===== src/rtl/ircc_pkg.sv =====
package ircc_pkg;
  localparam int CNT_W  = 16;
  localparam int BYTE_W = 8;
  localparam int ADDR_W = 2;

  typedef enum logic [ADDR_W-1:0] {
    ADDR_CTRL = 2'd0,
    ADDR_LO   = 2'd1,
    ADDR_HI   = 2'd2
  } reg_addr_e;

  // bit 1 = clear, bit 0 = enable
  typedef struct packed {
    logic clr;
    logic en;
  } ctrl_t;
endpackage


===== src/rtl/ircc_sync.sv =====
module ircc_sync #(
  parameter int W      = 2,
  parameter int STAGES = 2
) (
  input  logic         clk,
  input  logic         rst_n,
  input  logic [W-1:0] d,
  output logic [W-1:0] q
);
  logic [STAGES-1:0][W-1:0] pipe_q, pipe_d;

  always_comb begin
    pipe_d[0] = d;
    for (int i = 1; i < STAGES; i++) pipe_d[i] = pipe_q[i-1];
  end

  always_ff @(posedge clk or negedge rst_n) begin
    if (!rst_n) pipe_q <= '0;
    else        pipe_q <= pipe_d;
  end

  assign q = pipe_q[STAGES-1];
endmodule


===== src/rtl/ircc_front.sv =====
module ircc_front #(
  parameter int SYNC_STAGES = 2
) (
  input  logic clk,
  input  logic rst_n,
  input  logic carrier_in,
  input  logic envelope_in,
  output logic step_o
);
  logic [1:0] raw, synced;
  logic       prev_q;

  assign raw = {envelope_in, carrier_in};

  ircc_sync #(.W(2), .STAGES(SYNC_STAGES)) u_sync (
    .clk   (clk),
    .rst_n (rst_n),
    .d     (raw),
    .q     (synced)
  );

  always_ff @(posedge clk or negedge rst_n) begin
    if (!rst_n) prev_q <= 1'b0;
    else        prev_q <= synced[0];
  end

  assign step_o = synced[0] & ~prev_q & synced[1];
endmodule


===== src/rtl/ircc_counter.sv =====
module ircc_counter
  import ircc_pkg::*;
(
  input  logic             clk,
  input  logic             rst_n,
  input  ctrl_t            ctrl_i,
  input  logic             step_i,
  output logic [CNT_W-1:0] count_o
);
  localparam logic [CNT_W-1:0] SAT = {CNT_W{1'b1}};

  logic [CNT_W-1:0] cnt_q, cnt_d;
  logic             cnt_ce;

  always_comb begin
    cnt_ce = 1'b0;
    cnt_d  = cnt_q;
    if (ctrl_i.clr) begin
      cnt_ce = 1'b1;
      cnt_d  = '0;
    end else if (ctrl_i.en && step_i && cnt_q != SAT) begin
      cnt_ce = 1'b1;
      cnt_d  = cnt_q + CNT_W'(1);
    end
  end

  always_ff @(posedge clk or negedge rst_n) begin
    if (!rst_n)      cnt_q <= '0;
    else if (cnt_ce) cnt_q <= cnt_d;
  end

  assign count_o = cnt_q;

  a_r2_step: assert property (@(posedge clk) disable iff (!rst_n)
    !ctrl_i.clr |=> (cnt_q == $past(cnt_q) || cnt_q == $past(cnt_q) + CNT_W'(1)));
  a_r2_gate: assert property (@(posedge clk) disable iff (!rst_n)
    (!ctrl_i.clr && !step_i) |=> $stable(cnt_q));
  a_r3_no_wrap: assert property (@(posedge clk) disable iff (!rst_n)
    (cnt_q == SAT && !ctrl_i.clr) |=> cnt_q == SAT);
  a_r5_clear: assert property (@(posedge clk) disable iff (!rst_n)
    ctrl_i.clr |=> cnt_q == '0);
  a_r6_hold: assert property (@(posedge clk) disable iff (!rst_n)
    (!ctrl_i.en && !ctrl_i.clr) |=> $stable(cnt_q));
endmodule


===== src/rtl/ircc_regs.sv =====
module ircc_regs
  import ircc_pkg::*;
(
  input  logic              clk,
  input  logic              rst_n,
  input  logic              wr_en,
  input  logic [ADDR_W-1:0] wr_addr,
  input  logic [BYTE_W-1:0] wr_data,
  input  logic              rd_en,
  input  logic [ADDR_W-1:0] rd_addr,
  input  logic [CNT_W-1:0]  count_i,
  output ctrl_t             ctrl_o,
  output logic [BYTE_W-1:0] rd_data
);
  ctrl_t             ctrl_q;
  logic              ctrl_ce;
  logic [BYTE_W-1:0] shadow_q, rdat_q, rdat_d;
  logic              shadow_ce;

  assign ctrl_ce   = wr_en && (wr_addr == ADDR_CTRL);
  assign shadow_ce = rd_en && (rd_addr == ADDR_LO);

  always_comb begin
    rdat_d = '0;
    case (rd_addr)
      ADDR_CTRL: rdat_d = BYTE_W'(ctrl_q);
      ADDR_LO:   rdat_d = count_i[BYTE_W-1:0];
      ADDR_HI:   rdat_d = shadow_q;
      default:   rdat_d = '0;
    endcase
  end

  always_ff @(posedge clk or negedge rst_n) begin
    if (!rst_n) begin
      ctrl_q   <= '0;
      shadow_q <= '0;
      rdat_q   <= '0;
    end else begin
      if (ctrl_ce)   ctrl_q   <= ctrl_t'(wr_data[1:0]);
      if (shadow_ce) shadow_q <= count_i[CNT_W-1:BYTE_W];
      if (rd_en)     rdat_q   <= rdat_d;
    end
  end

  assign ctrl_o  = ctrl_q;
  assign rd_data = rdat_q;

  a_r4_ctrl_write: assert property (@(posedge clk) disable iff (!rst_n)
    (wr_en && wr_addr == ADDR_CTRL) |=> ctrl_q == $past(wr_data[1:0]));
  a_r7_shadow: assert property (@(posedge clk) disable iff (!rst_n)
    (rd_en && rd_addr == ADDR_LO) |=> shadow_q == $past(count_i[CNT_W-1:BYTE_W]));
  a_r8_rd_hold: assert property (@(posedge clk) disable iff (!rst_n)
    !rd_en |=> $stable(rdat_q));
endmodule


===== src/rtl/ir_carrier_counter.sv =====
module ir_carrier_counter
  import ircc_pkg::*;
#(
  parameter int SYNC_STAGES = 2
) (
  input  logic              clk,
  input  logic              rst_n,
  input  logic              carrier_in,
  input  logic              envelope_in,
  input  logic              wr_en,
  input  logic [ADDR_W-1:0] wr_addr,
  input  logic [BYTE_W-1:0] wr_data,
  input  logic              rd_en,
  input  logic [ADDR_W-1:0] rd_addr,
  output logic [BYTE_W-1:0] rd_data
);
  logic             step;
  ctrl_t            ctrl;
  logic [CNT_W-1:0] count;

  ircc_front #(.SYNC_STAGES(SYNC_STAGES)) u_front (
    .clk         (clk),
    .rst_n       (rst_n),
    .carrier_in  (carrier_in),
    .envelope_in (envelope_in),
    .step_o      (step)
  );

  ircc_counter u_counter (
    .clk     (clk),
    .rst_n   (rst_n),
    .ctrl_i  (ctrl),
    .step_i  (step),
    .count_o (count)
  );

  ircc_regs u_regs (
    .clk     (clk),
    .rst_n   (rst_n),
    .wr_en   (wr_en),
    .wr_addr (wr_addr),
    .wr_data (wr_data),
    .rd_en   (rd_en),
    .rd_addr (rd_addr),
    .count_i (count),
    .ctrl_o  (ctrl),
    .rd_data (rd_data)
  );
endmodule


===== config.mk =====
export PLATFORM = sky130hd
export DESIGN_NAME = ir_carrier_counter
export DESIGN_NICKNAME = d
export VERILOG_FILES = /design/src/rtl/ircc_pkg.sv /design/src/rtl/ircc_sync.sv /design/src/rtl/ircc_front.sv /design/src/rtl/ircc_counter.sv /design/src/rtl/ircc_regs.sv /design/src/rtl/ir_carrier_counter.sv
export SDC_FILE = /design/constraint.sdc
export NUM_CORES = 1
export LEC_CHECK = 0
export BUFFER_PORTS_ARGS = -buffer_cell sky130_fd_sc_hd__buf_2
export CAP_MARGIN = 40
export CORE_MARGIN = 2
export CORE_UTILIZATION = 56
export CTS_CLUSTER_DIAMETER = 40
export DETAILED_ROUTE_END_ITERATION = 8
export GPL_ROUTABILITY_DRIVEN = 0
export HOLD_SLACK_MARGIN = 0.12
export PLACE_DENSITY = 0.78
export SLEW_MARGIN = 30
export SYNTH_ARGS = -nofsm -noshare
export SYNTH_HDL_FRONTEND = slang
export SYNTH_SLANG_ARGS = --single-unit

===== constraint.sdc =====
create_clock -name clk -period 1.9 [get_ports clk]
set_input_delay 0.095 -clock clk [delete_from_list [all_inputs] [get_ports clk]]
set_output_delay 0.095 -clock clk [all_outputs]
set_load 0.02 [all_outputs]

==> results.yml <==
clocking:
  htree_levels: 2
  cts_tree: "built"
  numCtsBuffers: 5
  postCtsSetupRepairBufs: 0
  root_buffer: "clkbuf_4"
  path_clk_slew_ps: 120
  cts_sinks: 39
  clk_path_buf_depth: 2
  clk_latency_ps: 340
floorplanning:
  die_area_um2: 3810
  fp.dieH_um: 61.7
  core_area_um2: 3100
  die_x_um: 61.7
  rows: 20
  start_util_pct: 60.1
  io_pins: 26
drt:
  via_per_inst: 6.07
  ant_nets: 0
  vias: 1505
  wl_um: 4130
  first_pass_iters: 4
  drc_errors: 0
  wl_per_cell_um: 16.7
  drtIter0Drc: 63
layout:
  multi_input_area_um2: 842
  final_cell_mix: "dfrtp_1, a21oi_1, buf_2"
  area_growth_pct: 19.9
  drive_gt1_share_pct: 24.5
  antenna_cells: 0
  nets: 222
  layout.area.seq_um2: 977
  final_util_pct: 72.1
  layout_commonest_cell: "dfrtp_1"
  fill_cells: 227
sta:
  fin_crit_ps: 1780
  fin_setup_tns_ps: 0
  timing.fmax_mhz: 561
  hold_viol: 0
  fin_skew_ps: 6.88
  post-route-period-util_pct: 93.7
  drv_slew: 0
  setup_viol: 0
  tightest_slew_ps: 521
  rsz0062_at_grt: "no"
  slew_headroom_pct: 65.0
grt:
  grt_pass1_vias: 1483
  overflow: 0
  grtUsageTotal_pct: 25.3
  grt_max_degree: 40
  grt_antenna_before_repair: 0
  grt_pass1_wl_um: 7000
yosys:
  synth_edf_count: 0
  synth_top_area_share_pct: 52.3
  ys_seq_elements: 39
  ys_seq_area_share_pct: 52.3
  ys_types: 37
  synth_flop_cell: "dfrtp_1"
  synth_warnings: 0
  postSynthAreaPerCell_um2: 11.1
  ys_async_sr_fraction_pct: 100
  synth_cells: 168
  synthTopCellsByArea: "dfrtp_1, a21oi_1, mux2_2"
  synth_fp_nets: 187
  syn_area_um2: 1870
  yosys.area.top_type: "dfrtp_1"
hold_path:
  hold_path.class: "input pin to asynchronous set/reset pin"
power_and_ir_drop:
  p_per_area_nw_per_um2: 726
  leakage_nw: 1.04
  ir_drop_mv: 0.626
worst_setup_path:
  critical_path.cell_chain: "dlygate4sd3_1, buf_2, nand2_1, dlygate4sd3_1, o21ai_0, dlygate4sd3_1"
  worstSetupEndpointType: "flip-flop"
  cp_common_cell: "dlygate4sd3_1"
  reg2reg_slack_ps: 150
  crit_family: "buffers and inverters"
  cp.arrival_ps: 2010
  critPathMaxFanout: 1
  cp-start-kind: "input pin"
  critPathSlowestCell: "dlygate4sd3_1"
  crit_required_ps: 2130
  worstSetupPathType: "input pin to flip-flop"
  cp_slowest_stage_delay_ps: 580
  worst-path-buf-inv: 4
job:
  max_cap_viol_count: 0
placement:
  io_buffers: 19
  hpwl_um: 2740
outcome:
  status: "complete, no violations"
[per-layer routing]
metal  track usage (%)  share of wire (%)  wire (um)  up-vias
li1                  -                  -          -      713
met1              32.3                 43       1760      725
met2              41.4                 52       2130       56
met3              6.63                4.5        184       11
met4              10.0                1.2         50        0
met5                 0                  0          0        -
[report_power, final]
group          switching, mW  internal, mW  leakage (nW)
logic                 0.0848        0.0649         0.479
clock network          0.269         0.311        0.0482
registers             0.0339         0.859         0.516
total                  0.388          1.23          1.04
[worst paths after layout]
kind / from / endpoint / cells after the start
max reg2reg: u_counter.count_o[4] / u_counter.count_o[9] / 4
max in group asynchronous: rst_n / u_regs.ctrl_o[1] / 3
min reg2reg: u_front.u_sync.pipe_d[3] / u_front.u_sync.q[1] / 0
min: rst_n / u_counter.count_o[2] / 2
min in group clk: rd_addr[1] / u_regs.rd_data[0] / 4
max: wr_data[1] / u_regs.ctrl_o[1] / 6
[sequential cells by signal, summed over array words and instances, names as in the netlist]
name / cells
u_front.u_sync.q: 2
u_front.u_sync.pipe_d: 2
u_regs.ctrl_o: 2
u_regs.rd_data: 8
u_counter.count_o: 16
u_regs.shadow_q: 8
u_front.prev_q: 1
[final cells by class]
class	instances	share of cell area, %
Clock buffer	6	2.29
Clock inverter	2	1.57
Multi-Input combinational cell	118	37.7
Tap cell	44	2.46
Sequential cell	39	43.7
Timing Repair Buffer	35	11.6
Inverter	4	0.672
[Yosys cell counts (6+ instances only)]
| cell | count |
|---|---|
| dfrtp_1 | 39 |
| nand3_1 | 6 |
| nor2_1 | 13 |
| a22oi_1 | 6 |
| mux2_2 | 8 |
| nand2_1 | 9 |
| or4_1 | 7 |
| a21oi_1 | 19 |
| o31ai_1 | 7 |
[worst register-to-register path: stages, from the launching register on]
cell	delay, ps
dfrtp_1	400
and3_1	360
nand4_4	230
or4_1	530
a21oi_1	150
[stage by stage]
| stage | cells | setup WS, ps | hold WS (ps) | total power [mW] | cell area (um^2) |
|---|---|---|---|---|---|
| 4_1_cts | 246 | 104 | 122 | 1.62 | 2190 |
| 5_1_grt | 248 | 30.9 | 261 | 1.70 | 2240 |
| 6_report | 248 | 119 | 243 | 1.62 | 2240 |
| 3_3_place_gp | 229 | 229 | 205 | 1.02 | 2020 |
| 2_1_floorplan | 168 | 336 | -201 | 0.973 | 1870 |
| 3_5_place_dp | 229 | 178 | 205 | 1.03 | 2020 |
[cells by family after synthesis]
| kind of cell | count (synthesis) | share of synthesized area [%] |
|---|---|---|
| adders and majority gates | 1 | 0.671 |
| AOI/OAI and AO/OA | 43 | 14.2 |
| and+or+nand+nor | 62 | 23.1 |
| DFF | 39 | 52.3 |
| buffers and inverters | 11 | 2.68 |
| muxes | 12 | 7.04 |
[repair_timing]
action | in CTS | in global routing
hold buffers | 9 | 1
endpoints found under the setup margin | 0 | 2
hold endpoints to repair | 46 | 1
gates resized for setup | 0 | 2
No activity file was read; power rests on OpenSTA's default activity.
